<file path="src/rtl/mn_frac_div_pkg.sv">
package mn_frac_div_pkg;
    localparam logic [1:0] MODE_BYPASS = 2'd0;
    localparam logic [1:0] MODE_DUAL   = 2'd2;
endpackage

</file>
<file path="src/rtl/mn_half_prediv.sv">
module mn_half_prediv #(
    parameter int PW = 6
) (
    input  logic          clk,
    input  logic          rst_n,
    input  logic [PW-1:0] period,
    input  logic          clr,
    output logic          pulse
);
    localparam int SW = PW + 1;

    typedef struct packed {
        logic [PW-1:0] acc;
    } st_t;

    st_t st_d, st_q;
    logic [SW-1:0] sum;

    always_comb begin
        st_d  = st_q;
        sum   = {1'b0, st_q.acc} + SW'(2);
        pulse = (sum >= {1'b0, period});
        if (clr)
            st_d.acc = '0;
        else if (pulse)
            st_d.acc = PW'(sum - {1'b0, period});
        else
            st_d.acc = PW'(sum);
    end

    always_ff @(posedge clk) begin
        if (!rst_n) st_q <= '0;
        else        st_q <= st_d;
    end

    p_pre_acc_bound_r4: assert property (@(posedge clk) disable iff (!rst_n)
        (st_q.acc < period) || $past(!rst_n) || !$stable(period));
endmodule

</file>
<file path="src/rtl/mn_frac_stage.sv">
module mn_frac_stage #(
    parameter int MN_W = 8
) (
    input  logic          clk,
    input  logic          rst_n,
    input  logic          in_pulse,
    input  logic [MN_W-1:0] m,
    input  logic [MN_W:0]   n,
    input  logic          clr,
    output logic          pulse
);
    localparam int SW = MN_W + 2;

    typedef struct packed {
        logic [MN_W:0] acc;
    } st_t;

    st_t st_d, st_q;
    logic [SW-1:0] sum;
    logic          hit;

    always_comb begin
        st_d  = st_q;
        sum   = {1'b0, st_q.acc} + SW'(m);
        hit   = (sum >= {1'b0, n});
        pulse = in_pulse && hit;
        if (clr)
            st_d.acc = '0;
        else if (in_pulse)
            st_d.acc = hit ? (MN_W+1)'(sum - {1'b0, n}) : (MN_W+1)'(sum);
    end

    always_ff @(posedge clk) begin
        if (!rst_n) st_q <= '0;
        else        st_q <= st_d;
    end

    p_mn_acc_bound_r5: assert property (@(posedge clk) disable iff (!rst_n)
        ($stable(n) && $stable(m) && $past(st_q.acc < n)) |-> (st_q.acc < n));
endmodule

</file>
<file path="src/rtl/mn_frac_divider.sv">
module mn_frac_divider
    import mn_frac_div_pkg::*;
#(
    parameter int HDIV_W = 5,
    parameter int MN_W   = 8,
    localparam int MN_PW = (MN_W > 0) ? MN_W : 1
) (
    input  logic              clk,
    input  logic              rst_n,
    input  logic [HDIV_W-1:0] cfg_hdiv,
    input  logic [1:0]        cfg_mode,
    input  logic [MN_PW-1:0]  cfg_m,
    input  logic [MN_PW-1:0]  cfg_n_inv,
    output logic              tick_o
);
    localparam int PW = HDIV_W + 1;

    typedef struct packed {
        logic [HDIV_W-1:0] hdiv;
        logic [1:0]        mode;
        logic [MN_PW-1:0]  m;
        logic [MN_PW-1:0]  ninv;
    } cfg_t;

    typedef struct packed {
        cfg_t cfg;
        logic tick;
    } st_t;

    st_t st_d, st_q;
    cfg_t cfg_in;
    logic [PW-1:0] period;
    logic pre_pulse, mn_on, mn_pulse, tick_c, stall, load, clr;

    assign cfg_in = '{hdiv: cfg_hdiv, mode: cfg_mode, m: cfg_m, ninv: cfg_n_inv};
    assign period = (st_q.cfg.hdiv == '0) ? PW'(2) : ({1'b0, st_q.cfg.hdiv} + PW'(1));

    mn_half_prediv #(.PW(PW)) u_pre (
        .clk(clk), .rst_n(rst_n), .period(period), .clr(clr), .pulse(pre_pulse)
    );

    generate
        if (MN_W > 0) begin : g_mn
            logic [MN_W:0] n_val;
            assign n_val = {1'b0, ~st_q.cfg.ninv} + {1'b0, st_q.cfg.m};
            assign mn_on = (st_q.cfg.mode == MODE_DUAL) && (n_val != '0);
            mn_frac_stage #(.MN_W(MN_W)) u_mn (
                .clk(clk), .rst_n(rst_n), .in_pulse(pre_pulse && mn_on),
                .m(st_q.cfg.m), .n(n_val), .clr(clr), .pulse(mn_pulse)
            );
        end else begin : g_no_mn
            assign mn_on    = 1'b0;
            assign mn_pulse = 1'b0;
        end
    endgenerate

    always_comb begin
        st_d     = st_q;
        tick_c   = pre_pulse && (!mn_on || mn_pulse);
        stall    = mn_on && (st_q.cfg.m == '0);
        load     = tick_c || stall;
        clr      = load && (cfg_in != st_q.cfg);
        if (load) st_d.cfg = cfg_in;
        st_d.tick = tick_c;
    end

    always_ff @(posedge clk) begin
        if (!rst_n) st_q <= '0;
        else        st_q <= st_d;
    end

    assign tick_o = st_q.tick;

    p_reset_quiet_r1: assert property (@(posedge clk)
        $past(!rst_n) |-> !tick_o);

    p_bypass_every_cycle_r2: assert property (@(posedge clk) disable iff (!rst_n)
        (period == PW'(2) && !mn_on) |=> tick_o);

    p_min_gap_r3: assert property (@(posedge clk) disable iff (!rst_n)
        (tick_o && period >= PW'(4)) |=> !tick_o);

    p_hold_until_pulse_r8: assert property (@(posedge clk) disable iff (!rst_n)
        (!$stable(st_q.cfg) && !$past(stall) && !$past(!rst_n)) |-> tick_o);
endmodule

</file>
<file path="config.mk">
export PLATFORM = sky130hd
export DESIGN_NAME = mn_frac_divider
export DESIGN_NICKNAME = d
export VERILOG_FILES = /design/src/rtl/mn_frac_div_pkg.sv /design/src/rtl/mn_half_prediv.sv /design/src/rtl/mn_frac_stage.sv /design/src/rtl/mn_frac_divider.sv
export SDC_FILE = /design/constraint.sdc
export NUM_CORES = 1
export LEC_CHECK = 0
export BUFFER_PORTS_ARGS = -buffer_cell sky130_fd_sc_hd__buf_2
export CAP_MARGIN = 5
export CORE_ASPECT_RATIO = 1.75
export CORE_MARGIN = 2
export CORE_UTILIZATION = 50
export DETAILED_ROUTE_END_ITERATION = 7
export PLACE_DENSITY_LB_ADDON = 0.08
export SETUP_SLACK_MARGIN = 0.05
export SLEW_MARGIN = 20
export SYNTH_ARGS = -nofsm -noshare
export SYNTH_HDL_FRONTEND = slang
export SYNTH_SLANG_ARGS = --single-unit
</file>
<file path="constraint.sdc">
create_clock -name clk -period 3.9 [get_ports clk]
set_input_delay 0.975 -clock clk [delete_from_list [all_inputs] [get_ports clk]]
set_output_delay 0.975 -clock clk [all_outputs]
set_load 0.1 [all_outputs]
</file>
; Yosys cells after proc, flatten, opt, wreduce, memory -nomap -nowiden
; Index checks and enable logic that the tools add are counted.
[classes]
n_reduce_logical = 13
eq_ne = 2
addsub = 6
magnitude_cmp = 2
n_bitwise = 2
n_mux = 3
[op_table]
columns = cell, n
row1 = $ne A23 B23 Y1, 1
row2 = $mux W6, 2
row3 = $add A9 B8 Y10, 1
row4 = $ge A10 B9 Y1, 1
row5 = $add A8 B8 Y9, 1
row6 = $mux W9, 1
row7 = $reduce_bool A9 Y1, 1
row8 = $sub A9 B9 Y9, 1
row9 = $logic_not A8 Y1, 1
row10 = $not A8 Y8, 1
row11 = $add A6 B2 Y7 const B, 1
row12 = $ge A7 B6 Y1, 1
row13 = $add A5 B1 Y6 const B, 1
row14 = $logic_and A1 B1 Y1, 6
row15 = $sub A6 B6 Y6, 1
row16 = $logic_not A5 Y1, 1
row17 = $eq A2 B2 Y1 const B, 1
row18 = $logic_or A1 B1 Y1, 2
row19 = $reduce_or A2 Y1, 1
row20 = $logic_not A1 Y1, 1
row21 = $not A1 Y1, 1
[word_totals]
ff_bits = 39
word_cells = 35
inputBits = 25
out_inout_bits = 1

; Logic depth before layout (Yosys ltp)
; Gate-level depths: netlist of the first run.
[logic_depth]
word_depth = 11
depth_mapped = 18
depth_no_buf = 17

; Cells and area by module
; Synthesis of the first run repeated with hierarchy kept, for this count alone.
[unflattened]
cells_unflattened = 424
hier_area_um2 = 3509.6
[by_module_without_submodules]
columns = module, area_each_um2, cells_each, instances, seq_area_each_um2
row1 = mn_frac_divider, 1789.2, 217, 1, 480.5
row2 = mn_frac_stage, 1179.9, 146, 1, 180.2
row3 = mn_half_prediv, 540.5, 61, 1, 120.1

; Least setup slack after synthesis of the first run
; Ideal clock, no wire load.
[synth_path]
kind = register to register
start = register st_q[9] (netlist bit)
end = register g_mn.u_mn.st_q[2] (netlist bit)
setup_time_ns = 0.135
arrival_time_ns = 3.534
slack_ns = 0.231
period_less_slack_ns = 3.669
path_stages_with_launch = 17
t_required_ns = 3.765
n_path_buf = 1
path_cell_list = dfxtp_1 ha_1 fa_1 a21o_1 a21oi_1 o21ai_0 a21o_1 a21oi_1 xnor2_1 ha_1 a211oi_1 a21boi_0 and2_1 clkbuf_1 nor2_1 a211o_1 nor4b_1
[synth_via]
elab_chain_cells = 10
elab_cells_between_ends = 18
classes_between = add/sub (3) / order compare (1) / eq/ne (1) / mux (1) / reduce/logical (12)
[synth_rtl]
columns = item, line
row1 = start: declaration, mn_frac_divider.sv:30  ; st_t st_d, st_q;
row2 = start signal: assignment, mn_frac_divider.sv:69  ; else st_q <= st_d;
row3 = branches (longest 10 deep; another with $add A9 B8 Y10), -
row4 = end signal: assignment, mn_frac_stage.sv:35  ; else st_q <= st_d;
row5 = end: declaration, mn_frac_stage.sv:18  ; st_t st_d, st_q;
; Several ways; the timed one is not identified.
; A chain may end at the register's enable or synchronous reset.

; Final worst setup path of the first run
[layout_path]
start = register st_q[9] (netlist bit)
end = register u_pre.st_q[0] (netlist bit)
[layout_via]
elab_chain_cells = 10
elab_cells_between_ends = 16
classes_between = add/sub (2) / order compare (1) / eq/ne (1) / reduce/logical (12)
[layout_rtl]
columns = item, line
row1 = branches (longest 8 deep; another with $add A9 B8 Y10), -
row2 = $logic_and A1 B1 Y1 *, mn_frac_divider.sv:62  ; clr = load && (cfg_in != st_q.cfg);
row3 = $reduce_or A2 Y1 (no line) *, -
row4 = end signal: assignment, mn_half_prediv.sv:33  ; else st_q <= st_d;
row5 = end: declaration, mn_half_prediv.sv:16  ; st_t st_d, st_q;
; Mark *: on every way between the ends.

==> results of run 1 <==
[sequential cells by signal (all words and copies together) (netlist names)]
register        cells
st_q               23
g_mn.u_mn.st_q      9
u_pre.st_q          6
tick_o              1
[synthesized netlist by cell type (5+ instances only)]
cell and instances:
dfxtp_1 39, ha_1 34, a21oi_1 43, nor2_1 25
nor3_1 12, a21o_1 6, inv_1 24, a211oi_1 5
mux2i_1 8, nand3_1 33, o21ai_0 29, xnor2_1 31
nand2_1 15, clkbuf_1 11, xor2_1 19, nand4_1 7
[cells in the final DEF (no fill, tap or decap), drive strengths merged, types with 5 or more instances in the layout]
master / n
a211oi: 7
a21o: 6
a21oi: 43
buf: 50
clkbuf: 5
dfxtp: 39
ha: 34
inv: 24
mux2i: 8
nand2: 15
nand3: 33
nand4: 7
nor2: 25
nor3: 12
o21ai: 32
xnor2: 31
xor2: 20
[worst max-delay path: cells and delay by family (launching register included)]
kind,cells,cell delay (ns)
AOI/OAI and AO/OA,10,2.03
adders and majority gates,3,0.84
DFF,1,0.34
and+or+nand+nor,1,0.23
xor gates and xnor gates,1,0.11
[per-layer routing]
layer,global-route usage [%],vias to the layer above
met5,0,-
met4,13.89,0
met3,3.607,26
met2,45.79,52
met1,27.78,1466
li1,-,1560
[path summary, 6_finish.rpt]
check	from	to	slack (ns)	cells past startpoint
worst max-delay path	st_q[9]	u_pre.st_q[0]	0.25	15
worst min-delay path	g_mn.u_mn.st_q[7]	g_mn.u_mn.st_q[7]	0.47	2
worst max register to register	st_q[9]	u_pre.st_q[0]	0.25	15
worst min register to register	g_mn.u_mn.st_q[7]	g_mn.u_mn.st_q[7]	0.47	2
[cells by family (layout without fill, tap and decap cells)]
| group | Yosys count | in the layout | synth area share, % |
|---|---|---|---|
| simple gates | 113 | 113 | 16.68 |
| compound gates | 115 | 117 | 22.60 |
| mux | 11 | 11 | 3.411 |
| fa+ha+maj | 38 | 38 | 15.14 |
| buf+inv | 41 | 82 | 5.172 |
| xor+xnor | 51 | 51 | 13.61 |
| flops | 39 | 39 | 23.39 |
[area by class of cell]
| cell class | count | area (µm²) | share of cell area [%] |
|---|---|---|---|
| Clock buffer | 5 | 125.1 | 3.163 |
| Multi-Input combinational cell | 330 | 2466 | 62.33 |
| Timing Repair Buffer | 50 | 324.1 | 8.191 |
| Inverter | 24 | 90.09 | 2.277 |
| Clock inverter | 3 | 67.56 | 1.708 |
| Tap cell | 82 | 102.6 | 2.593 |
| Sequential cell | 39 | 780.7 | 19.73 |
[repair_timing]
| action | in CTS | in global routing |
|---|---|---|
| endpoints found under the setup margin | 23 | 39 |
| endpoints found under the hold margin | 0 | 0 |
| buffers inserted | 0 | 3 |
| pin swaps | 0 | 5 |
| gates resized for setup | 1 | 17 |
| cloned | 0 | 2 |
[stage by stage]
step	util [%]	worst slack [ns]	hold WS [ns]	cell area (µm²)
6_report	60.96	0.2453	0.4723	3956
4_1_cts	59.30	0.02820	0.4842	3849
3_3_place_gp	56.22	-0.02656	0.4670	3649
3_5_place_dp	56.22	-0.06441	0.4761	3649
5_1_grt	60.96	0.02385	0.5108	3956
2_1_floorplan	-	0.2305	0.4575	3338
==> flow_summary.ini, run 1 <==
[clock_network]
clock-sinks = 39
clkTransAtPathRegs_ns = 0.06
cts_tree = done
cts-root-buf = clkbuf_16
ctsHoldBuffers = 0
cts_buffer_depth = 2
cts_buffers = 5
h-tree-depth = 2
clkLatencyLatePin_ns = 0.29

[timing]
worst_pin_slew_ns = 0.9909
skew_ns = 0.008238
setup_viol = 0
hold_violations = 0
slew_headroom_pct = 33.87
min_period_over_period_pct = 93.71
drv_slew = 0
tns_ns = 0
rsz0062_at_grt = no
fin_crit_ns = 3.655
max_freq_mhz = 273.6

[floorplanning]
std_cell_rows = 39
fp.coreArea_mm2 = 0.006490
die_x_um = 65.77
die-area_mm2 = 0.007372
initial_core_util_pct = 51.44
die_y_um = 112.1
io-pin-count = 26

[run]
drv_cap = 0

[grt]
antenna_found_initial = 0
overflow = 0
grt_max_degree = 28
grtUsageTotal_pct = 25.51
grt_pass1_vias = 3044
grt_pass1_wl_mm = 14.33

[synth]
yosysSeqAreaShare_pct = 23.39
netlist_top_cells_area = dfxtp_1 (23%), ha_1 (13%), xnor2_1 (8.1%)
ys_types = 54
yosys_warnings = 0
synth-seq-cells = 39
synth_nets = 471
ys.flop_type = dfxtp_1
synthDominantCellAreaShare_pct = 23.39
synth-edff-count = 0
synth_area_mm2 = 0.003338
yosysTopAreaCell = dfxtp_1
syn_inst = 408
avgSynthCellArea_um2 = 8.182
synth-async-reset-ratio_pct = 0

[layout]
final_cells = 533
nFillCells = 613
diodes = 0
area_delta_synth_final_pct = 18.52
fin_nets = 513
drive_gt1_share_pct = 18.40

[outcome]
status = finished, final reports clean

[drt]
drtIter0Drc = 101
drtAntennaViolNets = 0
drc_errors = 0
via_count = 3104
via_per_inst = 5.824
top_layer_used = met4
wl_met3_um = 220
met1_length_mm = 3.568
drt_pre_antenna_iters = 4
wl_mm = 9.109
routedWlPerCell_um = 17.09
wl_met2_mm = 4.860

[place]
gp_congestion = 0.8717
place_hpwl_mm = 6.849
placed_cells = 520
io_buffers = 25

[setup_path]
critPathKind = reg2reg
worstPathCellList = ha_1, fa_1, a21o_1, a21oi_2, o21ai_1, a21o_1, a21oi_1, xnor2_1, ha_1, a211oi_1, a21boi_2, and2_4, a22o_4, a22oi_2, a2111oi_2
required_ns = 4.08
worstPathMaxFanout = 5
cpPeakStageDelay_ns = 0.41
critPathSlowestCell = fa_1
critPathCaptureType = flip-flop
start_kind = flip-flop
crit_arrival_ns = 3.84

[hold_path]
hold_class = reg2reg
Power of run 1 is not shown: default switching activity piles up to over one toggle a cycle in this logic, so the estimate is an artifact.
==> run 2: changes to the inputs <==
CORE_UTILIZATION = 30   (was 50)
==> run 2 against run 1 <==
  * Clock skew down 0.0020 ns
  * Sequential share of layout area is 0.58 points lower
  * Largest cell class unchanged
  * Worst setup slack got worse by 0.0087 ns
==> flow_summary.ini, run 2 (same netlist as run 1, synthesis figures left out) <==
[layout]
largest_register_ffs = 23
largestRegisters = st_q: 23 flops, g_mn.u_mn.st_q: 9 flops, u_pre.st_q: 6 flops
fin_nets = 525
final_common_cell = a21oi_1
final_cell_mix = a21oi_1 (41), dfxtp_1 (36), buf_4 (36)
multi_input_area_mm2 = 0.002470
nFillCells = 1167
final_cells = 595
diodes = 0
stdcell_area_mm2 = 0.004096
seq_area_um2 = 784.5
area_delta_synth_final_pct = 22.71
top_register = st_q
drive_gt1_share_pct = 22.46

[drt]
routedWlPerCell_um = 17.84
drt_pre_antenna_iters = 4
drtAntennaViolNets = 0
via_per_inst = 5.266
wl_mm = 10.62
via_count = 3133
drtIter0Drc = 111
drc_errors = 0

[timing]
skew_ns = 0.006236
min_period_over_period_pct = 93.93
rsz0062_at_grt = yes
drv_slew = 0
tns_ns = 0
slew_headroom_pct = 49.26
fin_crit_ns = 3.663
hold_violations = 0
setup_viol = 0
worst_pin_slew_ns = 0.7611
max_freq_mhz = 273.0

[setup_path]
start_kind = flip-flop
worstPathMaxFanout = 8
critPathCaptureType = flip-flop
required_ns = 4.05
critPathKind = reg2reg
crit_arrival_ns = 3.81
rrSetupSlack_ns = 0.24
r2r_cells = 19

[clock_network]
cts_buffers = 5
cts-root-buf = clkbuf_16
cts_buffer_depth = 2
clock-sinks = 39
cts_tree = done
ctsHoldBuffers = 0
clkTransAtPathRegs_ns = 0.07
h-tree-depth = 2
clkLatencyLatePin_ns = 0.30

[floorplanning]
die_y_um = 143.5
initial_core_util_pct = 30.41
io-pin-count = 26
fp.coreArea_mm2 = 0.01098
std_cell_rows = 51
die_x_um = 83.74
die-area_mm2 = 0.01202

[grt]
grt_max_degree = 25
grt_pass1_vias = 3134
grtUsageTotal_pct = 17.92
overflow = 0
grt_pass1_wl_mm = 16.55
antenna_found_initial = 0

[place]
io_buffers = 25
place_hpwl_mm = 8.135
post_dp_cell_area_mm2 = 0.003786
placed_cells = 580
gp_congestion = 0.7770

[outcome]
status = finished, final reports clean

[hold_path]
min_path_cells = 2
hold_class = reg2reg

[run]
drv_cap = 0
[run 2: layout make-up]
class,instances,area share (%)
multi-input cells,329,60.29
repair buffers,63,10.20
inverters,24,2.199
clock inverters,3,1.069
well taps,132,4.032
clock buffers,5,3.054
flip-flops and latches,39,19.15
[run 2: path summary, 6_finish.rpt]
path	startpoint	to
worst max register to register	st_q[1]	g_mn.u_mn.st_q[4]
worst min-delay path	g_mn.u_mn.st_q[7]	g_mn.u_mn.st_q[7]
worst max-delay path	st_q[1]	g_mn.u_mn.st_q[4]
worst min register to register	g_mn.u_mn.st_q[7]	g_mn.u_mn.st_q[7]
[run 2: stage by stage]
step / hold slack (ns) / setup slack, ns / util (%)
after floorplan: 0.4575 / 0.2305 / -
after global placement: 0.4768 / -0.2259 / 34.50
after detailed placement: 0.4842 / -0.1987 / 34.50
after CTS: 0.4907 / 0.05389 / 36.64
after global routing: 0.5037 / 0.03820 / 37.32
final: 0.4947 / 0.2367 / 37.32
[run 2: repair_timing]
| item | CTS | global route |
|---|---|---|
| gates cloned | 0 | 1 |
| resized for setup | 11 | 16 |
| setup endpoints to repair | 37 | 38 |
| pin swaps | 3 | 4 |
| setup buffers | 4 | 2 |
[run 2: layer usage]
layer / up-vias / track usage [%] / wire (µm)
met2: 30 / 36.25 / 6265
li1: 1577 / - / -
met1: 1516 / 18.86 / 4016
met3: 10 / 1.953 / 149
met4: 0 / 5.772 / 184
met5: - / 0 / 0
[run 2: critical path: stages, from the launching register on]
cell and delay, ns:
dfxtp_1 0.33, inv_1 0.07, ha_2 0.18, inv_1 0.05
fa_2 0.35, nand2b_4 0.17, a211oi_4 0.24, nor3_1 0.09
or2_2 0.28, ha_1 0.29, nand2_1 0.09, nor2_2 0.13
nand2_1 0.08, a2bb2oi_2 0.14, and2_4 0.19, buf_4 0.13
a22o_4 0.22, a22oi_4 0.23, buf_6 0.18, nor3_1 0.06
Power of run 2 is left out for the same reason.
==> run 3: changes to the inputs <==
CORE_MARGIN = unset   (was 2)
==> run 3 against run 2 <==
  * Fmax increased by 0.53%
  * Sequential cell count unchanged
  * Count of clock-buffer cells in the layout unchanged
  * Sequential share of layout area about the same
  * Cell count decreased by 1.8%
  * First-iteration DRC count decreased by 9.0%
  * Non-clock buffer count decreased by 9
  * Wire length decreased by 2.8%
  * Worst hold slack got worse by 0.021 ns
  * Critical endpoint is now u_pre.st_q[5]
  * Highest routed layer unchanged
==> flow_summary.ini, run 3 (same netlist as run 1, synthesis figures left out) <==
[layout]
multi_input_area_mm2 = 0.002472
largest_register_ffs = 23
final_cell_mix = a21oi_1 (40), dfxtp_1 (38), nand3_1 (33)
top_register = st_q
largestRegisters = st_q: 23 flops, g_mn.u_mn.st_q: 9 flops, u_pre.st_q: 6 flops
diodes = 0
final_common_cell = a21oi_1
area_delta_synth_final_pct = 22.19
stdcell_area_mm2 = 0.004079
nFillCells = 1165
drive_gt1_share_pct = 20.04
fin_nets = 516
seq_area_um2 = 782.0

[drt]
drtIter0Drc = 101
wl_mm = 10.32
drtAntennaViolNets = 0
drc_errors = 0
via_per_inst = 5.317
via_count = 3105
drt_pre_antenna_iters = 4
routedWlPerCell_um = 17.67

[floorplanning]
fp.coreArea_mm2 = 0.01076
die_y_um = 141.5
die-area_mm2 = 0.01157
die_x_um = 81.74
io-pin-count = 26
initial_core_util_pct = 31.02
std_cell_rows = 50

[setup_path]
critPathKind = reg2reg
cpPeakStageDelay_ns = 0.36
crit_start = st_q[1]
required_ns = 4.04
critPathCaptureType = flip-flop
rrSetupSlack_ns = 0.26
rr_startpoint = st_q[1]
critPathSlowestCell = fa_2
cp.buffers_inverters = 3
crit_arrival_ns = 3.78
crit_family = simple AND/OR/NAND/NOR gates
start_kind = flip-flop
worstPathCellList = inv_1, ha_2, inv_1, fa_2, nand2b_4, a211oi_2, nor3_1, or2_2, ha_1, nand2_1, nor2_2, nand2_1, a2bb2oi_2, and2_4, a22o_4, a22oi_4, buf_6, nor3_1
worstPathMaxFanout = 7

[grt]
use_met2_pct = 34.88
grt_pass1_wl_mm = 16.46
use_met3_pct = 2.958
overflow = 0
top_usage_layer = met2
met1_usage_pct = 20.97
antenna_found_initial = 0
grt_max_degree = 25
grtUsageTotal_pct = 19.16
grt_pass1_vias = 3172

[clock_network]
clock-sinks = 39
cts_buffers = 5
clkTransAtPathRegs_ns = 0.06
cts_buffer_depth = 2
cts-root-buf = clkbuf_16
cts_tree = done
h-tree-depth = 2
ctsHoldBuffers = 0
clkLatencyLatePin_ns = 0.29

[timing]
fin_crit_ns = 3.644
worst_pin_slew_ns = 0.8919
slew_headroom_pct = 40.48
max_freq_mhz = 274.4
setup_viol = 0
skew_ns = 0.006965
min_period_over_period_pct = 93.44
hold_violations = 0
holdWs_ns = 0.4735
drv_slew = 0
setup_ws_ns = 0.2560
rsz0062_at_grt = no

[hold_path]
min_from = g_mn.u_mn.st_q[7]
hold_class = reg2reg

[place]
io_buffers = 25
gp_congestion = 0.8072
pre_cts_slack_ns = -0.2496
post_dp_cell_area_mm2 = 0.003724
place_hpwl_mm = 7.893

[outcome]
status = finished, final reports clean

[run]
drv_cap = 0
## run 3: worst reg2reg max path, cell delays in order (launching register included)
cell and delay, ns:
dfxtp_1 0.34, inv_1 0.08, ha_2 0.21, inv_1 0.06, fa_2 0.36, nand2b_4 0.16
a211oi_2 0.25, nor3_1 0.10, or2_2 0.28, ha_1 0.29, nand2_1 0.08, nor2_2 0.15
nand2_1 0.08, a2bb2oi_2 0.14, and2_4 0.20, a22o_4 0.23, a22oi_4 0.25, buf_6 0.17
nor3_1 0.05
## run 3: cell type report
class | instances | share of cell area (%)
clock buffers | 5 | 3.067
flip-flops and latches | 39 | 19.17
clock inverters | 3 | 1.656
repair buffers | 54 | 9.294
inverters | 24 | 2.209
multi-input cells | 329 | 60.61
well taps | 130 | 3.988
## run 3: path summary, 6_finish.rpt
kind	to	cells after the start
max	u_pre.st_q[5]	18
min reg2reg	g_mn.u_mn.st_q[7]	2
max reg2reg	u_pre.st_q[5]	18
min	g_mn.u_mn.st_q[7]	2
## run 3: what timing repair did
| item | 4_1_cts | 5_1_grt |
|---|---|---|
| endpoints found under the setup margin | 30 | 39 |
| resized for setup | 2 | 25 |
| pin swaps | 1 | 7 |
| gates cloned | 0 | 1 |
| setup buffers | 2 | 3 |
## run 3: routing by layer
metal  vias to the layer above  wire, µm
met5                         -         0
met1                      1480      3913
met4                         0       337
li1                       1559         -
met3                        22       237
met2                        44      5831
## run 3: metrics by stage
step                      std cells  utilization (%)  TNS (ns)
after global placement          570            34.60    -6.387
after global routing            584            37.91         0
after floorplan                 408                -         0
after detailed placement        570            34.60    -5.417
after CTS                       580            36.60         0
final                           584            37.91         0
Power of run 3 is left out for the same reason.
